===== config.mk =====
export PLATFORM = sky130hd
export DESIGN_NAME = page_xlate
export DESIGN_NICKNAME = d
export VERILOG_FILES = /design/src/rtl/page_xlate_pkg.sv /design/src/rtl/page_xlate_ctrl.sv /design/src/rtl/page_xlate_dp.sv /design/src/rtl/page_xlate.sv
export SDC_FILE = /design/constraint.sdc
export NUM_CORES = 1
export LEC_CHECK = 0
export BUFFER_PORTS_ARGS = -buffer_cell sky130_fd_sc_hd__buf_2
export CORE_ASPECT_RATIO = 0.9
export CORE_MARGIN = 1
export CORE_UTILIZATION = 38
export CTS_CLUSTER_DIAMETER = 40
export DETAILED_ROUTE_END_ITERATION = 16
export PLACE_DENSITY = 0.57
export SLEW_MARGIN = 20
export SYNTH_ARGS = -nofsm -noshare
export SYNTH_HDL_FRONTEND = slang
export SYNTH_SLANG_ARGS = --single-unit

===== constraint.sdc =====
create_clock -name clk -period 6.65 [get_ports clk]
set_clock_uncertainty 0.05 [all_clocks]
set_input_delay 0.3325 -clock clk [delete_from_list [all_inputs] [get_ports clk]]
set_output_delay 0.3325 -clock clk [all_outputs]
set_load 0.02 [all_outputs]

===== src/rtl/page_xlate_pkg.sv =====
package page_xlate_pkg;

  typedef enum logic [1:0] {
    FAULT_NONE   = 2'b00,
    FAULT_BOUNDS = 2'b01,
    FAULT_PROT   = 2'b10
  } faultCode_t;

  typedef enum logic [1:0] {
    RSP_NONE   = 2'b00,
    RSP_BOUNDS = 2'b01,
    RSP_HIT    = 2'b10,
    RSP_WALK   = 2'b11
  } rspSel_t;

  // strobes from control to datapath
  typedef struct packed {
    logic    capture;
    logic    fill;
    logic    flush;
    rspSel_t rspSel;
  } xlateStrobe_t;

  // lookup status from datapath to control
  typedef struct packed {
    logic inBounds;
    logic tlbHit;
  } xlateStatus_t;

  // kind: 01 write, 10 execute, others read (always allowed)
  function automatic logic permAllows(input logic [1:0] kind,
                                      input logic wrOk,
                                      input logic exOk);
    case (kind)
      2'b01:   return wrOk;
      2'b10:   return exOk;
      default: return 1'b1;
    endcase
  endfunction

endpackage


===== src/rtl/page_xlate_ctrl.sv =====
module page_xlate_ctrl
  import page_xlate_pkg::*;
(
  input  logic         clk,
  input  logic         rst_n,
  input  logic         reqValid,
  output logic         reqReady,
  input  logic         ptrLoad,
  input  logic         memAck,
  output logic         memReq,
  input  xlateStatus_t status,
  output xlateStrobe_t strobe
);

  typedef enum logic {ST_IDLE, ST_WALK} state_t;

  state_t state, stateNext;
  logic   walkStale;
  logic   accept;

  assign reqReady = (state == ST_IDLE);
  assign memReq   = (state == ST_WALK);
  assign accept   = reqValid && reqReady;

  always_comb begin
    stateNext      = state;
    strobe         = '0;
    strobe.rspSel  = RSP_NONE;
    strobe.flush   = ptrLoad;
    strobe.capture = accept;
    case (state)
      ST_IDLE: begin
        if (accept) begin
          if (!status.inBounds)    strobe.rspSel = RSP_BOUNDS;
          else if (status.tlbHit)  strobe.rspSel = RSP_HIT;
          else                     stateNext     = ST_WALK;
        end
      end
      ST_WALK: begin
        if (memAck) begin
          strobe.rspSel = RSP_WALK;
          // an entry read under an older table must not be cached
          strobe.fill   = !walkStale && !ptrLoad;
          stateNext     = ST_IDLE;
        end
      end
    endcase
  end

  always_ff @(posedge clk or negedge rst_n) begin
    if (!rst_n) begin
      state     <= ST_IDLE;
      walkStale <= 1'b0;
    end else begin
      state     <= stateNext;
      walkStale <= ptrLoad | (walkStale & ~accept);
    end
  end

endmodule


===== src/rtl/page_xlate_dp.sv =====
module page_xlate_dp
  import page_xlate_pkg::*;
#(
  parameter int LADDR_W     = 16,
  parameter int OFF_W       = 10,
  parameter int FRAME_W     = 6,
  parameter int MEM_AW      = 16,
  parameter int ENTRY_BYTES = 2,
  parameter int TLB_N       = 8
) (
  input  logic                       clk,
  input  logic                       rst_n,
  input  logic [MEM_AW-1:0]          ptrBaseIn,
  input  logic [LADDR_W-OFF_W:0]     ptrLenIn,
  input  logic [LADDR_W-1:0]         reqAddr,
  input  logic [1:0]                 reqKind,
  input  logic [FRAME_W+1:0]         memData,
  output logic [MEM_AW-1:0]          memAddr,
  output logic                       rspValid,
  output logic [FRAME_W+OFF_W-1:0]   rspPaddr,
  output logic [1:0]                 rspFault,
  output logic [LADDR_W-OFF_W:0]     curLen,
  input  xlateStrobe_t               strobe,
  output xlateStatus_t               status
);

  localparam int PAGE_W  = LADDR_W - OFF_W;
  localparam int PADDR_W = FRAME_W + OFF_W;
  localparam int IDX_W   = (TLB_N > 1) ? $clog2(TLB_N) : 1;
  localparam int WR_BIT  = FRAME_W;
  localparam int EX_BIT  = FRAME_W + 1;

  // table register
  logic [MEM_AW-1:0]  ptrBase;
  logic [PAGE_W:0]    ptrLen;

  // captured request
  logic [PAGE_W-1:0]  reqPage;
  logic [OFF_W-1:0]   reqOff;
  logic [1:0]         reqKindQ;

  // translation cache
  logic [TLB_N-1:0]   tlbValid;
  logic [PAGE_W-1:0]  tlbPage  [TLB_N];
  logic [FRAME_W-1:0] tlbFrame [TLB_N];
  logic [TLB_N-1:0]   tlbWr;
  logic [TLB_N-1:0]   tlbEx;
  logic [IDX_W-1:0]   rrPtr;

  logic [PAGE_W-1:0]  livePage;
  logic [OFF_W-1:0]   liveOff;
  logic [TLB_N-1:0]   matchVec;
  logic [FRAME_W-1:0] hitFrame;
  logic               hitWr;
  logic               hitEx;
  logic [FRAME_W-1:0] walkFrame;

  assign livePage  = reqAddr[LADDR_W-1:OFF_W];
  assign liveOff   = reqAddr[OFF_W-1:0];
  assign walkFrame = memData[FRAME_W-1:0];
  assign curLen    = ptrLen;

  assign status.inBounds = ({1'b0, livePage} < ptrLen);
  assign status.tlbHit   = |matchVec;

  // one tag comparator per slot
  for (genvar gi = 0; gi < TLB_N; gi++) begin : g_cmp
    assign matchVec[gi] = tlbValid[gi] && (tlbPage[gi] == livePage);
  end

  always_comb begin
    hitFrame = '0;
    hitWr    = 1'b0;
    hitEx    = 1'b0;
    for (int i = 0; i < TLB_N; i++) begin
      if (matchVec[i]) begin
        hitFrame = hitFrame | tlbFrame[i];
        hitWr    = hitWr | tlbWr[i];
        hitEx    = hitEx | tlbEx[i];
      end
    end
  end

  // table register and request capture
  always_ff @(posedge clk or negedge rst_n) begin
    if (!rst_n) begin
      ptrBase  <= '0;
      ptrLen   <= '0;
      reqPage  <= '0;
      reqOff   <= '0;
      reqKindQ <= '0;
      memAddr  <= '0;
    end else begin
      if (strobe.flush) begin
        ptrBase <= ptrBaseIn;
        ptrLen  <= ptrLenIn;
      end
      if (strobe.capture) begin
        reqPage  <= livePage;
        reqOff   <= liveOff;
        reqKindQ <= reqKind;
        memAddr  <= ptrBase + MEM_AW'(livePage) * MEM_AW'(ENTRY_BYTES);
      end
    end
  end

  // valid bits and round-robin pointer
  always_ff @(posedge clk or negedge rst_n) begin
    if (!rst_n) begin
      tlbValid <= '0;
      rrPtr    <= '0;
    end else if (strobe.flush) begin
      tlbValid <= '0;
      rrPtr    <= '0;
    end else if (strobe.fill) begin
      tlbValid[rrPtr] <= 1'b1;
      rrPtr <= (rrPtr == IDX_W'(TLB_N - 1)) ? '0 : rrPtr + 1'b1;
    end
  end

  // slot contents
  always_ff @(posedge clk) begin
    if (strobe.fill) begin
      tlbPage[rrPtr]  <= reqPage;
      tlbFrame[rrPtr] <= walkFrame;
      tlbWr[rrPtr]    <= memData[WR_BIT];
      tlbEx[rrPtr]    <= memData[EX_BIT];
    end
  end

  // response register
  always_ff @(posedge clk or negedge rst_n) begin
    if (!rst_n) begin
      rspValid <= 1'b0;
      rspPaddr <= '0;
      rspFault <= FAULT_NONE;
    end else begin
      rspValid <= (strobe.rspSel != RSP_NONE);
      case (strobe.rspSel)
        RSP_BOUNDS: begin
          rspPaddr <= '0;
          rspFault <= FAULT_BOUNDS;
        end
        RSP_HIT: begin
          if (permAllows(reqKind, hitWr, hitEx)) begin
            rspPaddr <= PADDR_W'({hitFrame, liveOff});
            rspFault <= FAULT_NONE;
          end else begin
            rspPaddr <= '0;
            rspFault <= FAULT_PROT;
          end
        end
        RSP_WALK: begin
          if (permAllows(reqKindQ, memData[WR_BIT], memData[EX_BIT])) begin
            rspPaddr <= PADDR_W'({walkFrame, reqOff});
            rspFault <= FAULT_NONE;
          end else begin
            rspPaddr <= '0;
            rspFault <= FAULT_PROT;
          end
        end
        default: ;
      endcase
    end
  end

endmodule


===== src/rtl/page_xlate.sv =====
module page_xlate
  import page_xlate_pkg::*;
#(
  parameter int LADDR_W     = 16,
  parameter int OFF_W       = 10,
  parameter int FRAME_W     = 6,
  parameter int MEM_AW      = 16,
  parameter int ENTRY_BYTES = 2,
  parameter int TLB_N       = 8
) (
  input  logic                     clk,
  input  logic                     rst_n,
  input  logic                     ptrLoad,
  input  logic [MEM_AW-1:0]        ptrBase,
  input  logic [LADDR_W-OFF_W:0]   ptrLen,
  input  logic                     reqValid,
  output logic                     reqReady,
  input  logic [LADDR_W-1:0]       reqAddr,
  input  logic [1:0]               reqKind,
  output logic                     rspValid,
  output logic [FRAME_W+OFF_W-1:0] rspPaddr,
  output logic [1:0]               rspFault,
  output logic                     memReq,
  output logic [MEM_AW-1:0]        memAddr,
  input  logic                     memAck,
  input  logic [FRAME_W+1:0]       memData
);

  xlateStrobe_t               strobe;
  xlateStatus_t               status;
  logic [LADDR_W-OFF_W:0]     curLen;

  page_xlate_ctrl u_ctrl (
    .clk      (clk),
    .rst_n    (rst_n),
    .reqValid (reqValid),
    .reqReady (reqReady),
    .ptrLoad  (ptrLoad),
    .memAck   (memAck),
    .memReq   (memReq),
    .status   (status),
    .strobe   (strobe)
  );

  page_xlate_dp #(
    .LADDR_W     (LADDR_W),
    .OFF_W       (OFF_W),
    .FRAME_W     (FRAME_W),
    .MEM_AW      (MEM_AW),
    .ENTRY_BYTES (ENTRY_BYTES),
    .TLB_N       (TLB_N)
  ) u_dp (
    .clk       (clk),
    .rst_n     (rst_n),
    .ptrBaseIn (ptrBase),
    .ptrLenIn  (ptrLen),
    .reqAddr   (reqAddr),
    .reqKind   (reqKind),
    .memData   (memData),
    .memAddr   (memAddr),
    .rspValid  (rspValid),
    .rspPaddr  (rspPaddr),
    .rspFault  (rspFault),
    .curLen    (curLen),
    .strobe    (strobe),
    .status    (status)
  );

endmodule


After elaboration in Yosys (flattened, before gate mapping)
Memory sizes are Yosys's and may differ from the RTL's.
Cells that the tools add are included.
Storage, ports and cells
  register bits: 105
  latch bits: 0
  RAM bits: 96
  ROM bits: 0
  bits of input ports: 54
  output and inout bits: 37
  logic and storage cells: 138
  memories: 2
Cells by class
  $add $sub $neg: 2
  multipliers: 0
  div/mod/pow operators: 0
  magnitude comparators: 3
  equal/unequal tests: 16
  shifts and indexed selects: 0
  multiplexer cells: 57
  bitwise logic cells: 26
  reduce and logical (&&, ||, !) cells: 17
Memories
  u_dp.tlbFrame: depth 8, bits a word 6, rd ports 8, clocked after memory_dff 0, write ports 1, line page_xlate_dp.sv:45  | logic [FRAME_W-1:0] tlbFrame [TLB_N];
  u_dp.tlbPage: depth 8, bits a word 6, rd ports 8, clocked after memory_dff 0, write ports 1, line page_xlate_dp.sv:44  | logic [PAGE_W-1:0] tlbPage [TLB_N];
Operators with widths (number)
  equality test 6 bit: 8
  2-to-1 mux 6 bit: 8
  one-hot mux 16 bit (3 select lines): 1
  OR 6 bit: 7
  2-to-1 mux 16 bit: 2
  2-to-1 mux 1 bit: 27
  adder 16 x 7 -> 16 bit: 1
  bitwise mux 8 bit: 2
  2-to-1 mux 8 bit: 2
  OR 1 bit: 15
  2-to-1 mux 2 bit: 6
  logical AND 1 bit: 11
  2-to-1 mux 3 bit: 3
  equality test 2 bit (second input constant): 4
  OR 8 bit: 1
  OR reduction 8 bit: 1
  < comparator 6 x 7 -> 1 bit: 1
  equality test 2 x 1 -> 1 bit (second input constant): 3
  one-hot mux 1 bit (2 select lines): 3
  one-hot mux 2 bit (3 select lines): 1
  < comparator 3 x 4 -> 1 bit (second input constant): 1
  one-hot mux 2 bit (2 select lines): 1
  nonzero test 2 bit: 2
  adder 3 x 1 -> 3 bit (second input constant): 1
  7 further kinds: 9

Depth between registers and ports, before layout
Gate-level depths: netlist of the first run.
  word-level depth: 21
  gate-level depth with buffers: 10
  depth with buffers taken out: 10

Cells and area by module
A second synthesis of the first run with hierarchy kept.
Second synthesis, totals
  cells, all modules: 623
  area, all modules: 8544.4 um^2
By module, submodules not included
  page_xlate_dp: instances 1, cells each 608, area an instance 8411.8 um^2, sequential area each 5540.3 um^2
  page_xlate_ctrl: instances 1, cells each 15, area an instance 132.6 um^2, sequential area each 50.0 um^2

Worst setup path before layout of the first run
OpenSTA, ideal clock, no wires.
  kind: register to register
  start point: register u_ctrl.state, in the netlist u_ctrl.memReq
  end point: register u_dp.tlbEx[0] (enable)
  setup time: 0.405 ns
  arrival time: 2.100 ns
  data required time: 6.195 ns
  setup slack: 4.095 ns
  cell stages (with the launch flop): 5
  path buffers: 0
  clock period less this slack: 2.555 ns
  cell sequence: dfrtp_1 -> nand2_1 -> nor3_1 -> nand2b_1 -> nor3_1
On the way
  cells in the longest elaborated chain, start to end: 1
Ends and longest elaborated chain
  from (decl): line page_xlate_ctrl.sv:17  | state_t state, stateNext;
  from (signal assigned): line page_xlate_ctrl.sv:55  | state <= stateNext;
  2-to-1 mux 1 bit: line page_xlate_ctrl.sv:31  | case (state)
  to (signal, indexed assignment): line page_xlate_dp.sv:127  | tlbEx[rrPtr] <= memData[EX_BIT];
  to (decl): line page_xlate_dp.sv:47  | logic [TLB_N-1:0] tlbEx;
Every way passes these cells.
A chain may end at the register's enable or synchronous reset.

==> impl_metrics.toml, run 1 <==
[timing]
slew_headroom = 0.329
hold_viol = 0
period_share = 0.421
setup_viol = 0
hold_ws_ns = 0.0199
slew_violations = 0
tightest_slew_ns = 1.00
fin_setup_tns_ns = 0
fin_crit_ns = 2.80
max_freq_ghz = 0.357
grt_setup_unrepaired = "no"

[floorplanning]
pin_count = 91
start_util = 0.392
die_w_um = 160
core_region_area_um2 = 21900
dieArea_um2 = 23200
rows = 51
dieHeight_um = 145

[cts]
clock_latency_ns = 0.55
cts.sink_count = 201
cts_made_buffers = 31
cts_tree = "done"
cts_root_buf = "clkbuf_16"
clk_pin_slew_ns = 0.05
cts_buffer_depth = 3
htreeDepth = 1
cts_resized = 0

[detailed_routing]
first_iter_violations = 376
drt_wl_total_mm = 19.5
detail-route-antenna-nets = 0
drc = 0
avgViaCountPerCell = 5.02
wl_per_cell_um = 17.7
vias = 5517
dr.pass1.iters = 8

[global_route]
antenna_found_initial = 0
grt_pass1_vias = 5678
grt-ovfl-total = 0
grt_use_total = 0.173
grt_pass1_wl_mm = 30.9
grt_max_degree = 61

[layout]
fin_nets = 855
finalNonFillerCells = 1099
drive_gt1_frac = 0.252
n_fill_cell = 1901
area_growth_pct = 24.6
antenna_cells = 0
final_cell_area_um2 = 10700

[pwr]
power_leakage_nw = 4.30
switching_share = 0.270
ir_worst_vdd_uv = 237
totalPowerFinal_mw = 3.72
combPwrFrac = 0.139
p_per_area_nw_per_um2 = 348
switchingPower_mw = 1.01
intPower_mw = 2.72
clkPwrFrac = 0.442
pwr-share-seq = 0.419

[setup_path]
cp_num_buf_inv = 0
worst_ep_arrival_time_ns = 3.12
endpoint_kind = "flop"
crit_required_ns = 6.96
path_delay_family = "compound AO/OA/AOI/OAI gates"
worstSetupStartpointType = "flop"
worstPathCellList = "xnor2_2 > nand4_2 > nor4_4 > a222oi_1 > a31oi_2 > o311ai_4 > o221ai_1"
cp_slowest_cell = "o311ai_4"
cpPeakStageDelay_ns = 0.89
path_class = "reg2reg"
path_max_fanout = 16

[logic_synthesis]
avgSynthCellArea_um2 = 13.3
synth_fp_nets = 716
yosysWarnings = 0
syn-instance-count = 644
synth_seq_cells = 201
ys_types = 49
seq_area_frac_synth = 0.652
syn-cell-area_um2 = 8580

[placement]
dp_cells = 1015
placed_cell_area_um2 = 9350
finalWeightedCongestion = 0.815
port_buffers = 90
dp_hpwl_mm = 13.2

[min_path]
min_path_type = "in2reg"

[run_status]
status = "finished clean"

[flow_run]
drv_cap = 0
==> state kept, by name, indices dropped and copies added (netlist names), 3 cells and up <==
register	flops
u_dp.reqOff	10
u_dp.memAddr	16
u_dp.tlbWr	8
u_dp.rrPtr	3
u_dp.tlbFrame	48
u_dp.ptrBase	16
u_dp.curLen	7
u_dp.rspPaddr	16
u_dp.tlbEx	8
u_dp.tlbValid	8
u_dp.reqPage	6
u_dp.tlbPage	48
==> Yosys cell counts, drive strengths merged <==
library cell | n | area [um2]
edfxtp | 112 | 3360
nand2 | 91 | 344
dfrtp | 89 | 2230
inv | 53 | 199
o21ai | 42 | 210
xnor2 | 40 | 373
nor2 | 30 | 113
ha | 17 | 213
o221ai | 17 | 211
xor2 | 16 | 163
a222oi | 14 | 140
mux2 | 14 | 158
a21oi | 11 | 55.1
clkbuf | 11 | 41.3
buf | 10 | 101
nor4 | 9 | 131
nand4 | 8 | 56.3
a221oi | 7 | 61.3
nor3 | 7 | 51.3
a31oi | 6 | 43.8
nand3 | 6 | 35.0
or3 | 6 | 37.5
a21o | 5 | 37.5
nand2b | 5 | 31.3
a22oi | 3 | 22.5
a211oi | 2 | 15.0
and3 | 2 | 12.5
nor2b | 2 | 12.5
a2111oi | 1 | 15.0
and2 | 1 | 6.26
fa | 1 | 20.0
o211ai | 1 | 21.3
o21bai | 1 | 7.51
o22ai | 1 | 6.26
o311ai | 1 | 26.3
o31ai | 1 | 7.51
or2 | 1 | 6.26
==> through the flow <==
stage | worst slack (ns) | utilization
after detailed placement | 3.52 | 0.427
final | 3.85 | 0.488
after global routing | 3.73 | 0.488
after floorplan | 4.09 | -
after CTS | 3.78 | 0.488
after global placement | 3.67 | 0.427
==> final timing paths <==
kind | startpoint | to | slack, ns | cells after the start
setup / recovery | u_dp.tlbPage[2][3]$_DFFE_PP_ | u_dp.rspPaddr[4]$_DFFE_PN0P_ | 3.85 | 7
hold / removal | reqAddr[6] | u_dp.rspPaddr[6]$_DFFE_PN0P_ | 0.02 | 3
hold reg to reg | u_dp.ptrBase[0]$_DFFE_PN0P_ | u_dp.memAddr[0]$_DFFE_PN0P_ | 0.42 | 2
setup reg to reg | u_dp.tlbPage[2][3]$_DFFE_PP_ | u_dp.rspPaddr[4]$_DFFE_PN0P_ | 3.85 | 7
max in group asynchronous | rst_n | u_dp.tlbValid[7]$_DFFE_PN0P_ | 5.18 | 3
min in group asynchronous | rst_n | u_dp.rspPaddr[10]$_DFFE_PN0P_ | 0.23 | 2
==> layout make-up <==
cell class	instances	area, um2	area share
repair buffers	127	796	0.0745
multi-input cells	369	2660	0.249
clock inverters	24	251	0.0235
inverters	53	199	0.0186
flip-flops and latches	201	5590	0.523
well taps	291	364	0.0341
clock buffers	34	828	0.0775
==> worst register-to-register path, cell delays in order (launching register included) <==
cell and delay (ns):
edfxtp_1 0.41, xnor2_2 0.17, nand4_2 0.13, nor4_4 0.08
a222oi_1 0.43, a31oi_2 0.19, o311ai_4 0.89, o221ai_1 0.27
==> what timing repair did <==
action,4_1_cts,5_1_grt
setup endpoints to repair,0,0
hold buffers,26,0
setup buffers,0,0
endpoints found under the hold margin,54,0
==> placed cells by master (no fill, tap or decap), types with 3 or more instances in the layout <==
master / synthesis / routed
mux2_2: 14 / 14
bufinv_16: 0 / 4
xnor2_2: 3 / 3
edfxtp_1: 112 / 112
nor4_1: 4 / 4
buf_4: 0 / 12
xor2_1: 13 / 13
ha_1: 17 / 17
clkinv_2: 0 / 5
nor3_2: 1 / 3
inv_6: 0 / 4
nand3_1: 5 / 5
xnor2_1: 37 / 37
o221ai_2: 10 / 10
xor2_2: 3 / 3
nand2_1: 90 / 90
clkinv_4: 0 / 3
dfrtp_1: 89 / 89
or3_1: 6 / 6
clkbuf_16: 0 / 32
a22oi_1: 3 / 3
a221oi_1: 7 / 7
nand2b_1: 5 / 5
buf_2: 0 / 89
a21o_1: 5 / 5
nor4_4: 5 / 5
a222oi_1: 14 / 14
clkinv_1: 0 / 4
clkinvlp_4: 0 / 4
dlygate4sd3_1: 0 / 26
nand4_1: 7 / 7
nor3_1: 5 / 3
o221ai_1: 7 / 7
inv_1: 53 / 53
a31oi_1: 5 / 5
nor2_1: 30 / 28
o21ai_0: 42 / 42
a21oi_1: 11 / 11
==> routing by layer <==
layer | vias to the layer above | global-route usage | wire, um
li1 | 2599 | - | -
met4 | 0 | 0.0481 | 415
met3 | 38 | 0.0293 | 821
met1 | 2735 | 0.223 | 8530
met2 | 145 | 0.301 | 9700
met5 | - | 0 | 0
==> kinds of logic after synthesis <==
| logic type | after synthesis | synth area share |
|---|---|---|
| AOI/OAI and AO/OA | 113 | 0.103 |
| buffers and inverters | 74 | 0.0398 |
| xor gates and xnor gates | 56 | 0.0624 |
| DFF | 201 | 0.652 |
| and+or+nand+nor | 168 | 0.0976 |
| muxes | 14 | 0.0184 |
| adders and majority gates | 18 | 0.0271 |
==> power by group through the flow <==
stage / Clock (mW) / Sequential (mW) / Combinational, mW
final: 1.64 / 1.56 / 0.516
after global routing: 1.72 / 1.58 / 0.578
after CTS: 1.67 / 1.56 / 0.526
after detailed placement: 0 / 1.58 / 0.513
after global placement: 0 / 1.57 / 0.502
after floorplan: 0 / 1.65 / 0.239
Note: power is estimated with default switching activity, not from simulation.
==> inputs of run 2 (changes only) <==
--- a/config.mk
+++ b/config.mk
@@ -5,13 +5,14 @@
 export SDC_FILE = /design/constraint.sdc
 export NUM_CORES = 1
 export LEC_CHECK = 0
+export ABC_AREA = 1
 export BUFFER_PORTS_ARGS = -buffer_cell sky130_fd_sc_hd__buf_2
 export CORE_ASPECT_RATIO = 0.9
 export CORE_MARGIN = 1
 export CORE_UTILIZATION = 38
 export CTS_CLUSTER_DIAMETER = 40
 export DETAILED_ROUTE_END_ITERATION = 16
-export PLACE_DENSITY = 0.57
+export PLACE_DENSITY = 0.56
 export SLEW_MARGIN = 20
 export SYNTH_ARGS = -nofsm -noshare
 export SYNTH_HDL_FRONTEND = slang
==> constraint.sdc (replaced) <==
create_clock -name clk -period 2.7 [get_ports clk]
set_clock_uncertainty 0.05 [all_clocks]
set_input_delay 0.135 -clock clk [delete_from_list [all_inputs] [get_ports clk]]
set_output_delay 0.135 -clock clk [all_outputs]
set_load 0.02 [all_outputs]
==> run 2 against run 1 <==
- sequential share of layout area decreased by 6.2 points
- clock-buffer cell count up 12
- hold slack gained 0.059 ns
- cell area up 13%
- non-clock buffer count rose by 40
- register-to-register slack worse by 3.4 ns
- critical path depth is 8 higher
- via count rose by 34%
- wire length is 28% higher
- combinational power grew to 2.6 times the previous value
- critical endpoint is now u_dp.memAddr[15]$_DFFE_PN0P_
==> impl_metrics.toml, run 2 <==
[cts]
cts_resized = 0
cts_buffer_depth = 3
cts_tree = "done"
htreeDepth = 2
cts.sink_count = 201
clk_pin_slew_ns = 0.06
clock_latency_ns = 0.51
postCtsSetupBuffers = 0
cts_root_buf = "clkbuf_16"
cts_made_buffers = 35
holdBufCountCts = 46

[setup_path]
path_class = "reg2reg"
crit_required_ns = 3.04
path_max_fanout = 5
worstPathCellList = "ha_1 > inv_1 > fa_1 > inv_1 > nand3_1 > nand2_1 > nand2_1 > nand2_1 > nand2_1 > nand2_1 > nand3_1 > nor2_1 > nand3_1 > nand3_1 > nand2_1"
crit_path_frequent_cell = "nand2_1"
endpoint_kind = "flop"
worstSetupStartpointType = "flop"
cp_slowest_cell = "dfrtp_1"
cpPeakStageDelay_ns = 0.36
worst_ep_arrival_time_ns = 2.58

[layout]
antenna_cells = 0
top_regs = "u_dp.tlbFrame (48), u_dp.tlbPage (48)"
drive_gt1_frac = 0.169
multi_input_area_um2 = 3260
area.sequential_um2 = 5590
final_cell_mix = "399 x nand2_1, 131 x inv_1, 112 x edfxtp_1"
area_growth_pct = 26.9
n_fill_cell = 2326
fin_nets = 1326
layout_commonest_cell = "nand2_1"
post-route-util = 0.496

[floorplanning]
die_w_um = 169
rows = 54
pin_count = 91
dieArea_um2 = 25800
start_util = 0.390
core_region_area_um2 = 24500
dieHeight_um = 152

[run_status]
status = "finished clean"

[logic_synthesis]
yosysWarnings = 0
synth_seq_cells = 201
synth_fp_nets = 1149
synth_edf_count = 112
syn-instance-count = 1077
ys.flop_type = "edfxtp_1"
synth.area.top_cells = "edfxtp_1 35%, dfrtp_1 23%, nand2_1 16%, inv_1 5.1%, nor2_1 4.0%"
syn-cell-area_um2 = 9550
async_flop_share = 0.443
avgSynthCellArea_um2 = 8.87
ys_types = 42
seq_area_frac_synth = 0.585
yosys.area.top_type = "edfxtp_1"
synthTopCellsByCount = "400 x nand2_1, 131 x inv_1, 112 x edfxtp_1, 103 x nor2_1, 89 x dfrtp_1"
synth_top_area_frac = 0.352
yosysMostFrequentCell = "nand2_1"

[placement]
dp_hpwl_mm = 16.7
finalWeightedCongestion = 0.825
dp_slack_ns = 0.400
port_buffers = 90

[timing]
slew_headroom = 0.570
fin_setup_tns_ns = 0
max_freq_ghz = 0.447
hold_viol = 0
setup_viol = 0
hold_ws_ns = 0.0789
slew_violations = 0
fin_ws_ns = 0.461
grt_setup_unrepaired = "no"
fin_crit_ns = 2.24
period_share = 0.829
tightest_slew_ns = 0.644

[detailed_routing]
first_iter_violations = 582
drc = 0
avgViaCountPerCell = 4.59
detail-route-antenna-nets = 0
dr.pass1.iters = 5
vias = 7418
drt_wl_total_mm = 25.0
wl_per_cell_um = 15.5

[global_route]
grt_pass1_wl_mm = 39.7
grt_use_total = 0.200
antenna_found_initial = 0
grt-ovfl-total = 0
grt_max_degree = 47
grt_pass1_vias = 7232

[pwr]
totalPowerFinal_mw = 9.50
power_leakage_nw = 5.78
p_per_area_nw_per_um2 = 784
ir_worst_vdd_uv = 589

[flow_run]
drv_cap = 0

[min_path]
min_path_type = "in2reg"
[run 2: changes by cell type after synthesis, moves of 8 or more]
cell      before  now
o221ai_2      10    0
nand2_1       90  400
xor2_1        13    4
a222oi_1      14    0
xnor2_1       37    5
o21ai_0       42   50
buf_4          0    8
nand3_1        5   51
nand2_2        1   17
mux2_2        14    0
inv_1         53  131
nor2_1        30  103
[run 2: cells by family (layout without fill, tap and decap cells)]
| family | after synthesis | in the layout | share of synthesized area |
|---|---|---|---|
| buf+inv | 166 | 370 | 0.0734 |
| xor+xnor | 9 | 9 | 0.00825 |
| fa+ha+maj | 18 | 18 | 0.0244 |
| simple gates | 605 | 605 | 0.263 |
| compound gates | 78 | 78 | 0.0452 |
| flops | 201 | 201 | 0.585 |
[run 2: final cells by class]
| cell class | count | area share |
|---|---|---|
| inverter | 139 | 0.0439 |
| clock buffer | 46 | 0.0800 |
| timing repair buffer | 167 | 0.0956 |
| multi-input combinational | 710 | 0.269 |
| clock inverter | 18 | 0.0156 |
| sequential | 201 | 0.461 |
| tap | 336 | 0.0347 |
[run 2: worst max-delay path, delay by kind of cell, from the launching register on]
kind                     cells  cell delay [ns]
adder cells (fa/ha/maj)      2             0.54
buffers and inverters        2             0.15
flip-flops                   1             0.36
AND/OR/NAND/NOR             11             1.03
[run 2: stage by stage]
step	std cells	area (um2)
after floorplan	1077	9550
after global placement	1507	10500
after detailed placement	1507	10500
after CTS	1617	12100
after global routing	1617	12100
final	1617	12100
[run 2: worst paths after layout]
check / start / endpoint / slack (ns) / cells past startpoint
setup / recovery: u_dp.ptrBase[1]$_DFFE_PN0P_ / u_dp.memAddr[15]$_DFFE_PN0P_ / 0.46 / 15
hold reg to reg: u_ctrl.walkStale$_DFF_PN0_ / u_ctrl.walkStale$_DFF_PN0_ / 0.42 / 2
setup reg to reg: u_dp.ptrBase[1]$_DFFE_PN0P_ / u_dp.memAddr[15]$_DFFE_PN0P_ / 0.46 / 15
hold / removal: reqAddr[13] / u_dp.reqPage[3]$_DFFE_PN0P_ / 0.08 / 3
max in group asynchronous: rst_n / u_dp.reqPage[2]$_DFFE_PN0P_ / 1.65 / 3
min in group asynchronous: rst_n / u_dp.reqOff[7]$_DFFE_PN0P_ / 0.15 / 2
[run 2: power breakdown]
part / switching [mW] / leakage, nW / internal (mW)
Combinational: 0.869 / 3.09 / 0.468
Clock: 1.50 / 0.560 / 2.82
Sequential: 0.241 / 2.13 / 3.60
[run 2: routing by layer]
metal | vias to the layer above | routed length [um] | global-route usage | share of wire
met2 | 198 | 10900 | 0.308 | 0.43
met3 | 43 | 1350 | 0.0338 | 0.054
li1 | 3770 | - | - | -
met1 | 3407 | 12300 | 0.292 | 0.49
met4 | 0 | 450 | 0.0549 | 0.018
met5 | - | 0 | 0 | 0
